===== src/rtl/memctl_csr_pkg.sv =====
package memctl_csr_pkg;

    localparam int unsigned WORD_W      = 32;
    localparam int unsigned REG_COUNT   = 9;
    localparam int unsigned IDX_W       = 4;
    localparam int unsigned DIAG_BYTES  = 4;
    localparam int unsigned DIAG_IDX_W  = $clog2(DIAG_BYTES);

    typedef logic [WORD_W-1:0] word_t;

    typedef enum logic [IDX_W-1:0] {
        IDX_ENABLE = 4'd0,
        IDX_DELAY  = 4'd1,
        IDX_FSTAT  = 4'd2,
        IDX_VIDEO  = 4'd3,
        IDX_FADDR0 = 4'd4,
        IDX_FADDR1 = 4'd5,
        IDX_DIAG   = 4'd6,
        IDX_EVCNT0 = 4'd7,
        IDX_EVCNT1 = 4'd8
    } reg_idx_e;

    typedef enum logic [1:0] {
        SZ_BYTE = 2'd0,
        SZ_HALF = 2'd1,
        SZ_WORD = 2'd2,
        SZ_RSVD = 2'd3
    } acc_size_e;

    // fault status bit positions
    localparam int unsigned FS_CE = 0;
    localparam int unsigned FS_UE = 3;
    localparam int unsigned FS_ME = 16;
    // enable bit positions
    localparam int unsigned EN_EE = 0;
    localparam int unsigned EN_EI = 1;

    localparam word_t DELAY_MASK  = 32'h7FFF_FFFF;
    localparam word_t DELAY_INIT  = 32'h0000_0020;
    localparam word_t FADDR0_INIT = 32'h07C0_0000;

    typedef struct packed {
        logic             wr;
        logic             rd;
        logic             rd_ok;
        logic [IDX_W-1:0] idx;
        word_t            wdata;
    } csr_req_t;

    typedef struct packed {
        logic                  wr;
        logic                  rd;
        logic                  rd_ok;
        logic [DIAG_IDX_W-1:0] idx;
        logic [7:0]            wdata;
    } diag_req_t;

    typedef struct packed {
        logic  valid;
        word_t status;
        word_t addr0;
        word_t addr1;
    } fault_cap_t;

    function automatic word_t variant_code(input int unsigned v);
        return word_t'(v) << 28;
    endfunction

    function automatic word_t enable_wr_mask(input int unsigned v);
        return (v == 0) ? 32'h0000_0103 : 32'h0000_0BFF;
    endfunction

    function automatic word_t enable_keep_mask(input int unsigned v);
        return (v == 0) ? 32'h0000_0100 : 32'hFF00_0BFC;
    endfunction

    function automatic word_t reset_word(input int unsigned idx);
        case (idx)
            32'(IDX_DELAY):  return DELAY_INIT;
            32'(IDX_FADDR0): return FADDR0_INIT;
            default:         return '0;
        endcase
    endfunction

endpackage


===== src/rtl/memctl_csr_decode.sv =====
module memctl_csr_decode
    import memctl_csr_pkg::*;
#(
    parameter int unsigned ADDR_W = 6
) (
    input  logic              ctl_sel,
    input  logic              diag_sel,
    input  logic              bus_we,
    input  logic [ADDR_W-1:0] bus_addr,
    input  logic [1:0]        bus_size,
    input  word_t             bus_wdata,
    output csr_req_t          csr_req,
    output diag_req_t         diag_req
);
    localparam int unsigned WIDX_W = ADDR_W - 2;

    logic [WIDX_W-1:0] word_idx;
    logic              mapped;
    logic              is_word;
    logic              is_byte;
    logic              diag_only;

    assign word_idx  = bus_addr[ADDR_W-1:2];
    assign mapped    = (32'(word_idx) < REG_COUNT);
    assign is_word   = (acc_size_e'(bus_size) == SZ_WORD);
    assign is_byte   = (acc_size_e'(bus_size) == SZ_BYTE);
    assign diag_only = diag_sel & ~ctl_sel;

    always_comb begin
        csr_req.wr    = ctl_sel & bus_we & is_word & mapped;
        csr_req.rd    = ctl_sel & ~bus_we;
        csr_req.rd_ok = ctl_sel & ~bus_we & is_word & mapped;
        csr_req.idx   = word_idx[IDX_W-1:0];
        csr_req.wdata = bus_wdata;

        diag_req.wr    = diag_only & bus_we & is_byte;
        diag_req.rd    = diag_only & ~bus_we;
        diag_req.rd_ok = diag_only & ~bus_we & is_byte;
        diag_req.idx   = bus_addr[DIAG_IDX_W-1:0];
        diag_req.wdata = bus_wdata[7:0];
    end

endmodule


===== src/rtl/memctl_csr_file.sv =====
module memctl_csr_file
    import memctl_csr_pkg::*;
#(
    parameter int unsigned VARIANT = 1
) (
    input  logic                            clk,
    input  logic                            rst,
    input  logic                            por,
    input  csr_req_t                        req,
    input  fault_cap_t                      cap,
    output logic [REG_COUNT-1:0][WORD_W-1:0] reg_vec,
    output logic                            irq
);
    localparam word_t CODE  = variant_code(VARIANT);
    localparam word_t WMASK = enable_wr_mask(VARIANT);
    localparam word_t KEEP  = enable_keep_mask(VARIANT);

    word_t regs_q [REG_COUNT];
    word_t regs_d [REG_COUNT];
    logic  irq_q;
    logic  irq_d;
    logic  pending;
    logic  ce_irq;

    assign pending = regs_q[IDX_FSTAT][FS_CE] | regs_q[IDX_FSTAT][FS_UE];
    assign ce_irq  = cap.status[FS_CE] & regs_q[IDX_ENABLE][EN_EE]
                   & regs_q[IDX_ENABLE][EN_EI];

    always_comb begin
        for (int i = 0; i < int'(REG_COUNT); i++) begin
            regs_d[i] = regs_q[i];
        end
        irq_d = irq_q;

        // software write path
        if (req.wr) begin
            case (req.idx)
                IDX_ENABLE: regs_d[IDX_ENABLE] = CODE | (req.wdata & WMASK);
                IDX_DELAY:  regs_d[IDX_DELAY]  = req.wdata & DELAY_MASK;
                IDX_FSTAT: begin
                    regs_d[IDX_FSTAT] = req.wdata;
                    irq_d             = 1'b0;
                end
                IDX_VIDEO:  regs_d[IDX_VIDEO]  = req.wdata;
                IDX_DIAG:   regs_d[IDX_DIAG]   = req.wdata;
                IDX_EVCNT0: regs_d[IDX_EVCNT0] = req.wdata;
                IDX_EVCNT1: regs_d[IDX_EVCNT1] = req.wdata;
                default: ;  // fault address registers are read-only
            endcase
        end

        // fault capture path, takes precedence over the write path
        if (cap.valid) begin
            if (pending) begin
                regs_d[IDX_FSTAT]        = regs_q[IDX_FSTAT];
                regs_d[IDX_FSTAT][FS_ME] = 1'b1;
            end else begin
                regs_d[IDX_FSTAT]  = cap.status;
                regs_d[IDX_FADDR0] = cap.addr0;
                regs_d[IDX_FADDR1] = cap.addr1;
            end
            if (ce_irq) begin
                irq_d = 1'b1;
            end
        end
    end

    always_ff @(posedge clk) begin
        if (por || rst) begin
            for (int i = 0; i < int'(REG_COUNT); i++) begin
                regs_q[i] <= reset_word(i);
            end
            regs_q[IDX_ENABLE] <= por ? CODE : (regs_q[IDX_ENABLE] & KEEP);
            irq_q              <= 1'b0;
        end else begin
            for (int i = 0; i < int'(REG_COUNT); i++) begin
                regs_q[i] <= regs_d[i];
            end
            irq_q <= irq_d;
        end
    end

    for (genvar g = 0; g < int'(REG_COUNT); g++) begin : g_pack
        assign reg_vec[g] = regs_q[g];
    end

    assign irq = irq_q;

endmodule


===== src/rtl/memctl_csr_diag.sv =====
module memctl_csr_diag
    import memctl_csr_pkg::*;
#(
    parameter int unsigned VARIANT = 1
) (
    input  logic      clk,
    input  logic      rst,
    input  logic      por,
    input  diag_req_t req,
    output logic [7:0] rdata
);
    if (VARIANT == 0) begin : g_array
        logic [7:0] bytes_q [DIAG_BYTES];

        always_ff @(posedge clk) begin
            if (por || rst) begin
                for (int i = 0; i < int'(DIAG_BYTES); i++) begin
                    bytes_q[i] <= '0;
                end
            end else if (req.wr) begin
                bytes_q[req.idx] <= req.wdata;
            end
        end

        assign rdata = bytes_q[req.idx];
    end else begin : g_absent
        logic unused_diag;
        assign unused_diag = ^{clk, rst, por, req};
        assign rdata       = '0;
    end

endmodule


===== src/rtl/memctl_csr.sv =====
module memctl_csr
    import memctl_csr_pkg::*;
#(
    parameter int unsigned VARIANT = 1,
    parameter int unsigned ADDR_W  = 6
) (
    input  logic              clk,
    input  logic              rst,
    input  logic              por,
    input  logic              ctl_sel,
    input  logic              diag_sel,
    input  logic              bus_we,
    input  logic [ADDR_W-1:0] bus_addr,
    input  logic [1:0]        bus_size,
    input  logic [31:0]       bus_wdata,
    input  logic              cap_valid,
    input  logic [31:0]       cap_status,
    input  logic [31:0]       cap_addr0,
    input  logic [31:0]       cap_addr1,
    output logic              rsp_valid,
    output logic [31:0]       rsp_data,
    output logic              irq
);
    csr_req_t                          csr_req;
    diag_req_t                         diag_req;
    fault_cap_t                        cap;
    logic [REG_COUNT-1:0][WORD_W-1:0]  reg_vec;
    logic [7:0]                        diag_byte;
    word_t                             rd_mux;
    logic                              rsp_valid_q;
    word_t                             rsp_data_q;

    assign cap = '{valid: cap_valid, status: cap_status,
                   addr0: cap_addr0, addr1: cap_addr1};

    memctl_csr_decode #(.ADDR_W(ADDR_W)) u_decode (
        .ctl_sel   (ctl_sel),
        .diag_sel  (diag_sel),
        .bus_we    (bus_we),
        .bus_addr  (bus_addr),
        .bus_size  (bus_size),
        .bus_wdata (bus_wdata),
        .csr_req   (csr_req),
        .diag_req  (diag_req)
    );

    memctl_csr_file #(.VARIANT(VARIANT)) u_file (
        .clk     (clk),
        .rst     (rst),
        .por     (por),
        .req     (csr_req),
        .cap     (cap),
        .reg_vec (reg_vec),
        .irq     (irq)
    );

    memctl_csr_diag #(.VARIANT(VARIANT)) u_diag (
        .clk   (clk),
        .rst   (rst),
        .por   (por),
        .req   (diag_req),
        .rdata (diag_byte)
    );

    always_comb begin
        if (csr_req.rd_ok) begin
            rd_mux = reg_vec[csr_req.idx];
        end else if (diag_req.rd_ok) begin
            rd_mux = {24'b0, diag_byte};
        end else begin
            rd_mux = '0;
        end
    end

    always_ff @(posedge clk) begin
        if (por || rst) begin
            rsp_valid_q <= 1'b0;
            rsp_data_q  <= '0;
        end else begin
            rsp_valid_q <= csr_req.rd | diag_req.rd;
            rsp_data_q  <= rd_mux;
        end
    end

    assign rsp_valid = rsp_valid_q;
    assign rsp_data  = rsp_data_q;

endmodule


===== config.mk =====
export PLATFORM = sky130hd
export DESIGN_NAME = memctl_csr
export DESIGN_NICKNAME = d
export VERILOG_FILES = /design/src/rtl/memctl_csr_pkg.sv /design/src/rtl/memctl_csr_decode.sv /design/src/rtl/memctl_csr_file.sv /design/src/rtl/memctl_csr_diag.sv /design/src/rtl/memctl_csr.sv
export SDC_FILE = /design/constraint.sdc
export NUM_CORES = 1
export LEC_CHECK = 0
export ABC_AREA = 1
export ABC_CLOCK_PERIOD_IN_PS = 5200
export BUFFER_PORTS_ARGS = -buffer_cell sky130_fd_sc_hd__buf_2
export CELL_PAD_IN_SITES_DETAIL_PLACEMENT = 0
export CELL_PAD_IN_SITES_GLOBAL_PLACEMENT = 2
export CORE_MARGIN = 3
export CORE_UTILIZATION = 35
export CTS_CLUSTER_DIAMETER = 50
export DETAILED_ROUTE_END_ITERATION = 8
export PLACE_DENSITY = 0.95
export SETUP_SLACK_MARGIN = 0.5
export SKIP_CTS_REPAIR_TIMING = 1
export SLEW_MARGIN = 40
export SYNTH_ARGS = -nofsm -noshare
export SYNTH_HDL_FRONTEND = slang
export SYNTH_SLANG_ARGS = --single-unit

===== constraint.sdc =====
create_clock -name clk -period 5.2 [get_ports clk]
set_input_delay 1.04 -clock clk [delete_from_list [all_inputs] [get_ports clk]]
set_output_delay 1.04 -clock clk [all_outputs]
set_load 0.1 [all_outputs]

==> Word level (Yosys, flattened, before mapping) <==
Memories as Yosys holds them, arrays and structs flattened.
Cells that the tools add are included.
Widths: inputs -> output; s select.
{ "word_totals": {"regBits": 34, "ramBits": 288, "in_bits": 143, "out_inout_bits": 34, "word_cells": 77, "n_memories": 1} }
{ "mem_list": {"columns": ["memory", "depth", "word_bits", "rd", "rd_ports_with_merged_regs", "write_ports", "line", "source"], "rows": [
  ["u_file.regs_q", 9, 32, 9, 0, 9, "memctl_csr_file.sv:18", "word_t regs_q [REG_COUNT];"]
]} }
{ "op_classes": {"n_lt_le_gt_ge": 2, "eq_ne": 7, "mux": 36, "bitwise": 25, "reduce_logical": 3} }
{ "ops": {"columns": ["op", "count"], "rows": [
  ["$mux 32", 24],
  ["$bmux 32 s4", 1],
  ["$mux 128", 1],
  ["$mux 64", 2],
  ["$mux 96", 1],
  ["$or 1x1->1", 12],
  ["$and 1x1->1", 10],
  ["$eq 4x2->1 const B", 2],
  ["$eq 4x3->1 const B", 2],
  ["$mux 1", 7],
  ["$lt 4x5->1 const B", 1],
  ["$eq 4x1->1 const B", 1],
  ["$eq 4x4->1 const B", 1],
  ["$logic_not 4->1", 1],
  ["$lt 4x4->1 const B", 1],
  ["$not 1->1", 3],
  ["$eq 2x2->1 const B", 1],
  ["$reduce_or 2->1", 1],
  ["$logic_or 1x1->1", 1]
]} }

==> Logic depth before layout (Yosys ltp) <==
Gate-level depths: netlist of run 1.
{ "logic_depth": {"ltp_word": 6, "ltp_mapped": 11, "ltp_nobuf": 9} }

==> Modules after synthesis <==
A second synthesis of run 1 with hierarchy kept.
{ "unflattened": {"cells_unflattened": 2185, "area_unflattened_um2": 14620.3} }
{ "modules_own_cells": {"columns": ["mod", "n_inst", "cells_per_inst", "area_per_inst_um2", "seq_area_each_um2"], "rows": [
  ["memctl_csr_file", 1, 1353, 10258.6, 5465.2],
  ["memctl_csr", 1, 758, 3867.5, 660.6],
  ["memctl_csr_decode", 1, 65, 430.4, 0.0],
  ["memctl_csr_diag", 1, 9, 63.8, 0.0]
]} }

==> Worst setup path after synthesis of run 1 <==
No wires, ideal clock.
{ "synth_timing": {"kind": "input port to flip-flop", "start": "in bus_size[0]", "end": "mem u_file.regs_q[0][11] (netlist name) (enable)", "setup_ps": 379, "t_arrival_ps": 2284, "required_ps": 4821, "path_slack_ps": 2537, "stages": 6, "path_cell_list": "inv_1 -> nand2_1 -> nor2_4 -> clkbuf_1 -> nand2_1 -> o21bai_1"} }
{ "synth_rtl": {"columns": ["element", "line", "source"], "rows": [
  ["start: declaration", "memctl_csr.sv:14", "input logic [1:0] bus_size,"],
  ["end: declaration", "memctl_csr_file.sv:18", null]
]} }

==> results of run 1 <==
## critical path, stage by stage
cell and delay [ns]:
buf_2 0.20, nand2_2 0.59, clkinv_1 0.14, buf_4 0.35
nand3_2 0.15, buf_4 0.56, nor2_1 0.08, a211oi_1 0.21
## sequential cells by signal (all words and copies together), names as in the netlist
register and cells:
rsp_data 32, rsp_valid 1, u_file.irq 1, u_file.regs_q 267
## stage by stage
| step | util, % | setup slack [ns] | instance area, µm² |
|---|---|---|---|
| finish | 42.45 | 2.276 | 15580 |
| global route | 42.45 | 2.092 | 15580 |
| CTS | 42.43 | 2.297 | 15570 |
| detailed placement | 38.85 | 1.765 | 14260 |
| global placement | 38.83 | 1.796 | 14250 |
| floorplan | - | 2.537 | 13090 |
## cell families after synthesis
group                  Yosys count  share of synthesized area (%)
buffers and inverters          331                          9.979
flip-flops                     301                          46.80
AND/OR/NAND/NOR                781                          24.05
AO/OA/AOI/OAI                  464                          19.17
## metal layers
layer	part of all wire, %	GRT usage, %
met5	0.039	0
met4	2.0	5.557
met3	5.7	3.322
met2	42	31.25
met1	51	32.64
## power by group through the flow
| stage | Combinational [µW] | Sequential, µW | Clock [µW] |
|---|---|---|---|
| floorplan | 246 | 2430 | 0 |
| global placement | 417 | 2430 | 0 |
| detailed placement | 419 | 2430 | 0 |
| CTS | 421 | 2380 | 2790 |
| global route | 469 | 2380 | 2890 |
| finish | 418 | 2380 | 2740 |
## worst paths after layout
| check | start | endpoint | slack, ns | cells past startpoint |
|---|---|---|---|---|
| max | bus_addr[2] | u_file.regs_q[0][248] | 2.28 | 8 |
| min | u_file.regs_q[0][106] | u_file.regs_q[0][106] | 0.44 | 2 |
| max reg2reg | u_file.regs_q[0][67] | u_file.regs_q[0][95] | 2.79 | 9 |
| min reg2reg | u_file.regs_q[0][106] | u_file.regs_q[0][106] | 0.44 | 2 |
## cells in the final DEF (no fill, tap or decap), types with 23 or more instances in the layout
cell type	synthesis	routed
a21oi_1	170	170
inv_1	199	199
nand4_1	25	25
o21ai_0	219	219
buf_2	23	174
buf_4	5	23
nand2_1	391	390
a211oi_1	32	32
nand3_1	49	47
nor2_1	298	297
clkbuf_16	0	40
dfxtp_1	291	291
## cell type report
type	count	area (µm²)
timing repair buffer	199	1075
tap	468	585.6
inverter	208	783.3
fill	3781	21120
clock inverter	13	182.7
clock buffer	56	1131
sequential	301	6126
multi-input combinational	1245	5687
antenna	4	10.01
==> results.py, run 1 <==
metrics = {
    "sta": {
        "fin_worst_skew_ns": 0.01791,
        "rsz0062_at_grt": "false",
        "worst-slew-pin-transition_ns": 0.7829,
        "hold_viol": 0,
        "slew_headroom_pct": 47.81,
        "setup_tns_ns": 0,
        "post-route-period-util_pct": 56.22,
        "hold_ws_ns": 0.4446,
        "max_freq_mhz": 342.0,
        "period_minus_slack_ns": 2.924,
        "setup_viol": 0,
        "finalMaxSlewViolations": 0,
    },
    "global_route": {
        "grt_pass1_vias": 11349,
        "antenna_found_initial": 5,
        "grt_max_degree": 106,
        "grt-ovfl-total": 0,
        "grt_pass1_wl_um": 66630,
        "track_usage_pct": 21.35,
    },
    "yosys": {
        "async_flop_share_pct": 0,
        "synth_edf_count": 10,
        "synth_nets": 2020,
        "yosys-top-cells-count": "391 x nand2_1, 298 x nor2_1, 291 x dfxtp_1",
        "synthCells": 1877,
        "yosysTopAreaCell": "dfxtp_1",
        "ys.flop_type": "dfxtp_1",
        "synth_seq_cells": 301,
        "ys_warn_count": 0,
        "synth_cell_types": 32,
        "yosysMostFrequentCell": "nand2_1",
        "synth_top_area_share_pct": 44.50,
        "synthTopCellsByArea": "dfxtp_1 45%, nand2_1 11%, nor2_1 8.5%",
        "synthesis.area_um2": 13090,
        "ys_seq_area_share_pct": 46.80,
        "syn_avg_cell_area_um2": 6.974,
    },
    "power_and_ir_drop": {
        "leakage_uw": 0.006386,
        "powerDensity_nw_per_um2": 355.4,
        "switching_share_pct": 24.23,
        "p_sw_uw": 1342,
        "vdd_drop_max_mv": 0.1981,
        "p_total_uw": 5538,
        "intPower_uw": 4196,
        "clkPwrFrac_pct": 49.5,
        "pwr-share-seq_pct": 43.0,
        "combPwrFrac_pct": 7.6,
    },
    "floorplanning": {
        "coreArea_um2": 36700,
        "io_pins": 177,
        "die_area_um2": 39760,
        "rows": 70,
        "start_util_pct": 35.67,
        "die_y_um": 199.4,
        "die_w_um": 199.4,
    },
    "clock_network": {
        "path_clk_slew_ns": 0.06,
        "insertion_delay_ns": 0.52,
        "cts_buffers": 38,
        "cts_tree": "yes",
        "cts_sinks": 301,
        "clk_path_buf_depth": 3,
        "h-tree-depth": 2,
        "root_buffer": "clkbuf_16",
    },
    "status": {
        "outcome": "completed",
    },
    "routing": {
        "drt-pass1-iter-count": 5,
        "wl_per_cell_um": 17.30,
        "wirelength_um": 43140,
        "detail-route-antenna-nets": 0,
        "routed-via-count": 12175,
        "drt_iter0_drc": 914,
        "drc": 0,
        "vias_per_cell": 4.882,
    },
    "cells_and_area": {
        "layout.cells.non_filler": 2494,
        "area_growth_pct": 19.02,
        "drive_gt1_share_pct": 14.24,
        "layout.nets": 2136,
    },
    "placement": {
        "dp_cells": 2421,
        "dp_hpwl_um": 28570,
        "portBuffers": 174,
        "routabilityCongestion": 0.8294,
    },
    "critical_path": {
        "arrival_ns": 3.35,
        "cp.required_ns": 5.63,
        "end_kind": "flip-flop",
        "crit_fanout": 64,
        "worstSetupStartpointType": "input pin",
        "criticalPathCategory": "in2reg",
    },
    "run": {
        "max_cap_violations": 0,
    },
    "worst_hold_path": {
        "min_path_type": "reg2reg",
    },
}
No activity file was read; power rests on OpenSTA's default activity.
==> inputs of run 2 (changes only) <==
--- a/config.mk
+++ b/config.mk
@@ -6,15 +6,15 @@
 export NUM_CORES = 1
 export LEC_CHECK = 0
 export ABC_AREA = 1
-export ABC_CLOCK_PERIOD_IN_PS = 5200
+export ABC_CLOCK_PERIOD_IN_PS = 2500
 export BUFFER_PORTS_ARGS = -buffer_cell sky130_fd_sc_hd__buf_2
 export CELL_PAD_IN_SITES_DETAIL_PLACEMENT = 0
 export CELL_PAD_IN_SITES_GLOBAL_PLACEMENT = 2
 export CORE_MARGIN = 3
-export CORE_UTILIZATION = 35
+export CORE_UTILIZATION = 29
 export CTS_CLUSTER_DIAMETER = 50
 export DETAILED_ROUTE_END_ITERATION = 8
-export PLACE_DENSITY = 0.95
+export PLACE_DENSITY = 0.85
 export SETUP_SLACK_MARGIN = 0.5
 export SKIP_CTS_REPAIR_TIMING = 1
 export SLEW_MARGIN = 40
==> constraint.sdc (replaced) <==
create_clock -name clk -period 2.5 [get_ports clk]
set_input_delay 0.5 -clock clk [delete_from_list [all_inputs] [get_ports clk]]
set_output_delay 0.5 -clock clk [all_outputs]
set_load 0.1 [all_outputs]
==> run 2 against run 1 <==
Against the previous run:
- final cell count rose by 5.6%
- sequential power rose by 110%
- combinational power rose by 120%
- core utilization fell by 6.7 points
- non-clock buffer count rose by 19
- largest power group unchanged
==> results.py, run 2 (synthesis gave the netlist of run 1 again) <==
metrics = {
    "clock_network": {
        "clk_path_buf_depth": 3,
        "insertion_delay_ns": 0.53,
        "cts_sinks": 301,
        "cts_buffers": 38,
        "cts_tree": "yes",
        "root_buffer": "clkbuf_16",
        "h-tree-depth": 2,
        "path_clk_slew_ns": 0.06,
    },
    "power_and_ir_drop": {
        "p_sw_uw": 2814,
        "pwr-share-seq_pct": 43.3,
        "leakage_uw": 0.006472,
        "combPwrFrac_pct": 8.0,
        "p_total_uw": 11430,
        "switching_share_pct": 24.63,
        "intPower_uw": 8612,
        "vdd_drop_max_mv": 0.3026,
        "powerDensity_nw_per_um2": 718.9,
        "clkPwrFrac_pct": 48.7,
    },
    "cells_and_area": {
        "largest_reg_flops": 267,
        "layout.nets": 2155,
        "largest-register": "u_file.regs_q",
        "fill_cells": 4747,
        "drive_gt1_share_pct": 14.96,
        "area_growth_pct": 21.42,
        "final_common_cell": "nand2_1",
        "layout.cells.non_filler": 2634,
        "final_cell_mix": "390 x nand2_1, 297 x nor2_1, 291 x dfxtp_1, 219 x o21ai_0, 199 x inv_1",
    },
    "critical_path": {
        "critical-path-top-delay-family": "buffers and inverters",
        "criticalPathCategory": "reg2out",
        "crit_chain": "buf_2",
        "cp.required_ns": 2.00,
        "end_kind": "output port",
        "rrSetupSlack_ns": 0.66,
        "r2r-start": "u_file.regs_q[0][67]",
        "timing.rr.end": "u_file.regs_q[0][76]",
        "cp_slowest_cell": "buf_2",
        "crit_path_max_incr_delay_ns": 0.45,
        "crit_buf_inv": 1,
        "worstSetupStartpointType": "flip-flop",
        "r2r.worst_path.cells": 7,
        "crit_fanout": 1,
        "arrival_ns": 1.35,
    },
    "floorplanning": {
        "coreArea_um2": 44410,
        "die_y_um": 218.5,
        "rows": 77,
        "die_area_um2": 47720,
        "io_pins": 177,
        "die_w_um": 218.5,
        "start_util_pct": 29.47,
    },
    "routing": {
        "wirelength_um": 45040,
        "drc": 0,
        "drt-pass1-iter-count": 5,
        "wl_per_cell_um": 17.10,
        "routed-via-count": 12172,
        "drt_iter0_drc": 906,
        "detail-route-antenna-nets": 0,
        "vias_per_cell": 4.621,
    },
    "placement": {
        "dp_cells": 2564,
        "portBuffers": 174,
        "place_ws_ns": 0.3197,
        "routabilityCongestion": 0.7934,
        "dp_hpwl_um": 30900,
    },
    "sta": {
        "setup_tns_ns": 0,
        "max_freq_mhz": 539.9,
        "hold_ws_ns": 0.1674,
        "worst-slew-pin-transition_ns": 0.7223,
        "slew_headroom_pct": 51.85,
        "rsz0062_at_grt": "false",
        "hold_viol": 0,
        "setup_viol": 0,
        "post-route-period-util_pct": 74.09,
        "layout_setup_ws_ns": 0.6478,
        "fin_worst_skew_ns": 0.02416,
        "finalMaxSlewViolations": 0,
        "period_minus_slack_ns": 1.852,
    },
    "worst_hold_path": {
        "min_path_type": "in2reg",
        "whs_path_depth": 3,
        "hold_end": "u_file.regs_q[0][153]",
        "hp-start": "cap_addr0[25]",
    },
    "status": {
        "outcome": "completed",
    },
    "global_route": {
        "grt_max_degree": 110,
        "grt_pass1_vias": 11213,
        "grt_pass1_wl_um": 68410,
        "antenna_found_initial": 11,
        "track_usage_pct": 18.43,
        "grt-ovfl-total": 0,
    },
    "run": {
        "max_cap_violations": 0,
    },
}
run 2: metal layers:
metal / vias up / part of all wire, % / track usage [%]
met4: 16 / 1.7 / 4.153
met5: - / 0.20 / 0
met1: 5538 / 50 / 27.63
met2: 277 / 42 / 27.10
met3: 63 / 5.8 / 3.671
li1: 6278 / - / -
run 2: power groups by stage:
stage | Combinational [µW] | Clock [µW] | Sequential [µW]
finish | 911 | 5570 | 4950
global route | 1020 | 5890 | 4960
CTS | 920 | 5710 | 4950
detailed placement | 916 | 0 | 5050
global placement | 910 | 0 | 5050
floorplan | 511 | 0 | 5050
run 2: worst max-delay path by stage:
stage / from / end / cells after the start
floorplan: bus_size[0] / u_file.regs_q[0][11] / 6
global placement: cap_valid / u_file.regs_q[0][75] / 9
detailed placement: cap_valid / u_file.regs_q[0][70] / 9
CTS: u_file.regs_q[0][67] / u_file.regs_q[0][67] / 9
global route: u_file.regs_q[0][67] / u_file.regs_q[0][73] / 9
finish: rsp_data[31] / rsp_data[31] / 1
run 2: final cells by class:
cell class                 count  area (µm²)  share of cell area (%)
antenna                        3       7.507                 0.04723
clock buffer                  53        1110                   6.983
clock inverter                14       163.9                   1.031
inverter                     208       784.5                   4.936
multi-input combinational   1245        5682                   35.75
sequential                   301        6126                   38.54
tap                          592       740.7                   4.660
timing repair buffer         218        1280                   8.053
run 2: per-stage QoR:
step / area, µm² / utilization [%]
after floorplan: 13090 / -
after detailed placement: 14610 / 32.89
after global placement: 14610 / 32.89
after CTS: 15880 / 35.76
after global routing: 15890 / 35.78
final: 15890 / 35.79
run 2: tightest hold or removal path, delay by kind of cell:
kind          cells  cell delay (ns)
buf+inv           1             0.07
simple gates      2             0.09
